### src/rtl/sat_shift_pkg.sv
`timescale 1ns/1ps
package sat_shift_pkg;
    localparam int DATA_W   = 32;
    localparam int CNT_W    = 6;
    localparam int IMM_W    = 9;
    localparam int OPC_W    = 8;
    localparam int IMM_LSB  = 12;
    localparam int IMM_SUB_LSB = 21;
    localparam int REG_SUB_LSB = 20;
    localparam logic [OPC_W-1:0] OPC_IMM = 8'h8F;
    localparam logic [OPC_W-1:0] OPC_REG = 8'h0F;
    localparam logic [7:0]       SUB_OP  = 8'h02;

    typedef enum logic {
        STK_CLEAR = 1'b0,
        STK_SET   = 1'b1
    } stk_state_e;
endpackage

### src/rtl/shas_decode.sv
`timescale 1ns/1ps
module shas_decode
    import sat_shift_pkg::*;
#(
    parameter int DW = DATA_W,
    parameter int CW = CNT_W
) (
    input  logic          fmt_imm,
    input  logic [DW-1:0] insn,
    input  logic [DW-1:0] count_reg,
    output logic [CW-1:0] cnt,
    output logic          op_ok
);
    localparam int IMM_MSB     = IMM_LSB + IMM_W - 1;
    localparam int IMM_SUB_W   = DW - 4 - IMM_SUB_LSB;
    localparam int REG_SUB_W   = DW - 4 - REG_SUB_LSB;

    logic [IMM_W-1:0]     imm_field;
    logic [IMM_SUB_W-1:0] imm_sub;
    logic [REG_SUB_W-1:0] reg_sub;
    logic                 imm_hit;
    logic                 reg_hit;
    logic                 unused_bits;

    always_comb begin
        imm_field = insn[IMM_MSB:IMM_LSB];
        imm_sub   = insn[DW-5:IMM_SUB_LSB];
        reg_sub   = insn[DW-5:REG_SUB_LSB];
        imm_hit   = (insn[OPC_W-1:0] == OPC_IMM) &&
                    (imm_sub == SUB_OP[IMM_SUB_W-1:0]);
        reg_hit   = (insn[OPC_W-1:0] == OPC_REG) &&
                    (reg_sub == SUB_OP[REG_SUB_W-1:0]);
        op_ok     = fmt_imm ? imm_hit : reg_hit;
        cnt       = fmt_imm ? imm_field[CW-1:0] : count_reg[CW-1:0];
    end

    assign unused_bits = ^{imm_field[IMM_W-1:CW], count_reg[DW-1:CW],
                           insn[DW-1:DW-4], insn[11:8]};
endmodule

### src/rtl/shas_core.sv
`timescale 1ns/1ps
module shas_core
    import sat_shift_pkg::*;
#(
    parameter int DW = DATA_W,
    parameter int CW = CNT_W
) (
    input  logic [DW-1:0] opnd,
    input  logic [CW-1:0] cnt,
    output logic [DW-1:0] res,
    output logic          ovf_raw
);
    localparam int WW = 2 * DW;
    localparam logic [DW-1:0] SAT_POS = {1'b0, {(DW-1){1'b1}}};
    localparam logic [DW-1:0] SAT_NEG = {1'b1, {(DW-1){1'b0}}};

    logic                 go_right;
    logic [CW-1:0]        mag;
    logic [WW-1:0]        wide;
    logic [DW:0]          top_bits;
    logic signed [DW-1:0] rsh;

    always_comb begin
        go_right = cnt[CW-1];
        mag      = go_right ? (~cnt + 1'b1) : cnt;
        wide     = {{DW{opnd[DW-1]}}, opnd} << mag;
        top_bits = wide[WW-1:DW-1];
        rsh      = $signed(opnd) >>> mag;
        ovf_raw  = !go_right && !((top_bits == '0) || (top_bits == '1));
        if (go_right) begin
            res = rsh;
        end else if (ovf_raw) begin
            res = opnd[DW-1] ? SAT_NEG : SAT_POS;
        end else begin
            res = wide[DW-1:0];
        end
    end
endmodule

### src/rtl/shas_flags.sv
`timescale 1ns/1ps
module shas_flags
    import sat_shift_pkg::*;
(
    input  logic clk,
    input  logic rst,
    input  logic accept,
    input  logic ovf_raw,
    output logic ovf,
    output logic sticky_ovf
);
    stk_state_e state_q;
    stk_state_e state_d;
    logic       ovf_q;

    always_ff @(posedge clk) begin
        if (rst) begin
            state_q <= STK_CLEAR;
            ovf_q   <= 1'b0;
        end else begin
            state_q <= state_d;
            if (accept) begin
                ovf_q <= ovf_raw;
            end
        end
    end

    always_comb begin
        state_d = state_q;
        unique case (state_q)
            STK_CLEAR: if (accept && ovf_raw) state_d = STK_SET;
            STK_SET:   state_d = STK_SET;
            default:   state_d = STK_CLEAR;
        endcase
    end

    always_comb begin
        sticky_ovf = (state_q == STK_SET);
        ovf        = ovf_q;
    end
endmodule

### src/rtl/sat_shift_unit.sv
`timescale 1ns/1ps
module sat_shift_unit
    import sat_shift_pkg::*;
(
    input  logic              clk,
    input  logic              rst,
    input  logic              valid,
    input  logic              fmt_imm,
    input  logic [DATA_W-1:0] insn,
    input  logic [DATA_W-1:0] count_reg,
    input  logic [DATA_W-1:0] opnd_a,
    input  logic              carry_in,
    output logic [DATA_W-1:0] result,
    output logic              op_ok,
    output logic              ovf,
    output logic              sticky_ovf,
    output logic              carry_out
);
    logic [CNT_W-1:0] cnt;
    logic             ovf_raw;
    logic             accept;

    shas_decode #(.DW(DATA_W), .CW(CNT_W)) i_decode (
        .fmt_imm   (fmt_imm),
        .insn      (insn),
        .count_reg (count_reg),
        .cnt       (cnt),
        .op_ok     (op_ok)
    );

    shas_core #(.DW(DATA_W), .CW(CNT_W)) i_core (
        .opnd    (opnd_a),
        .cnt     (cnt),
        .res     (result),
        .ovf_raw (ovf_raw)
    );

    assign accept    = valid && op_ok;
    assign carry_out = carry_in;

    shas_flags i_flags (
        .clk        (clk),
        .rst        (rst),
        .accept     (accept),
        .ovf_raw    (ovf_raw),
        .ovf        (ovf),
        .sticky_ovf (sticky_ovf)
    );
endmodule

### config.mk
export PLATFORM = sky130hd
export DESIGN_NAME = sat_shift_unit
export DESIGN_NICKNAME = d
export VERILOG_FILES = /design/src/rtl/sat_shift_pkg.sv /design/src/rtl/shas_decode.sv /design/src/rtl/shas_core.sv /design/src/rtl/shas_flags.sv /design/src/rtl/sat_shift_unit.sv
export SDC_FILE = /design/constraint.sdc
export NUM_CORES = 1
export LEC_CHECK = 0
export CAP_MARGIN = 30
export CORE_MARGIN = 2
export CORE_UTILIZATION = 40
export CTS_BUF_LIST = sky130_fd_sc_hd__clkbuf_8
export DETAILED_ROUTE_END_ITERATION = 8
export GPL_ROUTABILITY_DRIVEN = 0
export PLACE_DENSITY = 0.69
export SLEW_MARGIN = 5
export SYNTH_ARGS = -nofsm -noshare
export SYNTH_HDL_FRONTEND = slang
export SYNTH_SLANG_ARGS = --single-unit
export TNS_END_PERCENT = 50
### constraint.sdc
create_clock -name clk -period 15.53 [get_ports clk]
set_clock_uncertainty 0.2 [all_clocks]
set_input_delay 3.106 -clock clk [delete_from_list [all_inputs] [get_ports clk]]
set_output_delay 3.106 -clock clk [all_outputs]
set_load 0.005 [all_outputs]
==> run_results.csv <==
group,metric,value,unit
synthesis,yosysWarningCount,0,
finish,syn_to_final_growth,16.90,%
pwr,powerDensity,74.06,nW/um^2
synthesis,synthTopCellsByArea,"mux2i_1 22%, nand2_1 8.0%, mux2_2 4.8%, o21ai_0 4.2%, nor2_1 3.8%",
clock_tree,cts_root_buf,"clkbuf_8",
drt,viasPerCell,7.231,
synthesis,synth_edf_count,0,
synthesis,ys_seq_elements,2,
setup_path,crit_required,12220,ps
synthesis,avgSynthCellArea,6.819,sq um
pwr,power_leakage,2.728,nW
synthesis,seq_area_frac_synth,0.6524,%
timing,fmaxAchievable,71.71,MHz
global_route,grt_usage,31.86,%
global_route,grt_use_met1,41.58,%
drt,wl,27.34,mm
global_route,antenna_found_initial,0,
timing,slew_violations,0,
timing,hold_viol_final,0,
synthesis,synth.net_count,1002,
synthesis,netlist.area_leader.share,22.18,%
synthesis,synthCells,900,
timing,rsz0062_at_grt,"false",
clock_tree,cts.sinks,2,
setup_path,reg2reg_slack,14710,ps
drt,wire_per_inst,24.36,um
clock_tree,cts_hold_buf,0,
setup_path,crit_start,"fmt_imm",
worst_hold_path,hold_path_depth,1,
synthesis,synth_top_flop_cell,"dfxtp_1",
setup_path,worstRegToRegCells,1,
timing,worst_slew_pin_slew,984.1,ps
global_route,busiest_layer,"met2",
worst_hold_path,min_to,"i_flags.sticky_ovf",
timing,slew_headroom,34.38,%
clock_tree,cts_resized,0,
setup_path,end_kind,"output port",
floorplan,ios,137,
clock_tree,cts_buffer_depth,2,
setup_path,arrival,10640,ps
global_route,grt_pass1_vias,7533,
synthesis,syn_area,6137,sq um
setup_path,r2r-end,"i_flags.ovf",
timing,finalCritPeriodShare,89.80,%
finish,layout_commonest_cell,"mux2i_1",
synthesis,yosysUniqueCellTypes,86,
finish,fin_nets,1038,
synthesis,async_reset_ff_share,0,%
synthesis,synth_top_area_cell,"mux2i_1",
finish,utilization,47.55,%
drt,num_vias,8113,
global_route,use_met2,49.26,%
floorplan,die_width,127.9,um
floorplan,coreArea,15090,sq um
run,maxCapViolCount,0,
finish,final_cell_mix,"136 x mux2i_1, 129 x nand2_1, 97 x clkdlybuf4s50_1",
finish,antenna_cells,0,
floorplan,num_rows,45,
drt,dr.pass1.iters,9,
timing,tns,0,ps
global_route,grt_max_degree,59,
floorplan,die-height,127.9,um
finish,drive_above_1_share,9.743,%
worst_hold_path,min_from,"i_flags.sticky_ovf",
outcome,outcome,"finished clean",
clock_tree,numCtsBuffers,3,
place,portBuffers,98,
setup_path,worstPathMaxFanout,47,
floorplan,die_area,16350,sq um
place,dp_hpwl,20.25,mm
setup_path,crit_type,"primary input to output port",
timing,finalSetupViolCount,0,
drt,ant_nets,0,
setup_path,r2r_start,"i_flags.ovf",
clock_tree,clk_latency,210,ps
timing,fin_crit,13950,ps
drt,drcViolationCount,0,
clock_tree,cts_setup_buffers,0,
floorplan,initial_core_util,40.67,%
worst_hold_path,hp-class,"flip-flop to flip-flop",
global_route,grt_use_met3,7.638,%
global_route,grt_pass1_wl,41.74,mm
drt,drtIter0Drc,1747,
global_route,grt_overflow,0,
clock_tree,clk_pin_slew,30,ps
pwr,ir_drop,0.02089,mV
setup_path,cp-start-kind,"primary input",
clock_tree,cts_tree,"built",
clock_tree,cts_max_level,1,
==> report_power, final <==
group / switching, W / internal (W) / total (W)
sequential: 0.0000000000283 / 0.00000519 / 0.00000519
clock: 0.00000361 / 0.0000163 / 0.0000200
combinational: 0.000319 / 0.000188 / 0.000506
total: 0.000322 / 0.000209 / 0.000531
==> cell usage after synthesis, drive strengths merged (6+ instances only) <==
master	instances
a31oi	15
a2111oi	8
buf	55
nor2b	9
mux2i	141
or3	10
clkbuf	35
o211ai	20
o221ai	13
nor2	63
o311ai	19
a21o	6
and3	14
a21oi	47
mux2	27
a22oi	8
and2	7
nand2	130
nor4	13
nor3	27
nand2b	8
o21ai	53
a32oi	7
nand3	31
o22ai	19
a211oi	26
==> state kept, by name, summed over array words and instances (netlist names) <==
register,flops
i_flags.ovf,1
i_flags.sticky_ovf,1
==> layer usage <==
metal  vias to the layer above  routed length, um
met5                         -                  0
met4                         0               1611
met3                       168               3459
met2                       688              11680
met1                      3668              10580
li1                       3589                  -
==> metrics by stage <==
step                      hold WS (ps)  instance area (sq um)  cells  power (W)  setup WS [ps]
final                            270.5                   7174   1122  0.0005314           1584
after global routing             333.1                   7174   1122  0.0005573           1348
after CTS                        276.2                   7167   1121  0.0005047           1878
after detailed placement         265.4                   7126   1118  0.0004823           1855
after global placement           276.8                   7111   1117  0.0004805           1560
after floorplan                  274.4                   6137    900  0.0003298           3960
==> cell type report <==
class                      count  area, sq um
tap                          188        235.2
fill                        1552         7915
sequential                     2        40.04
timing repair buffer         121         1156
clock buffer                   3        41.29
multi-input combinational    805         5690
inverter                       3        11.26
==> worst max path at each step <==
stage	slack, ps	cells after the start	to
after floorplan	3960	22	result[15]
after global placement	1560	17	result[4]
after detailed placement	1860	18	result[21]
after CTS	1880	18	result[21]
after global routing	1350	17	result[4]
final	1580	17	result[16]
==> worst max-delay path, stage by stage <==
cell	delay, ps
buf_2	680
mux2_2	910
inv_2	70
ha_1	360
mux2_2	430
mux2i_4	640
buf_4	500
mux2_2	420
o22ai_1	700
nor2_1	70
nor4_1	700
a31oi_1	170
nor4_1	490
a2bb2oi_2	90
buf_4	260
o311ai_1	420
clkdlybuf4s50_1	580
==> kinds of logic after synthesis <==
| family | Yosys count | synth area share [%] |
|---|---|---|
| and+or+nand+nor | 339 | 26.71 |
| AOI/OAI and AO/OA | 288 | 33.66 |
| muxes | 173 | 30.38 |
| buffers and inverters | 93 | 7.584 |
| xor gates and xnor gates | 4 | 0.8155 |
| DFF | 2 | 0.6524 |
| adders and majority gates | 1 | 0.2038 |
Note: power is estimated with default switching activity, not from simulation.
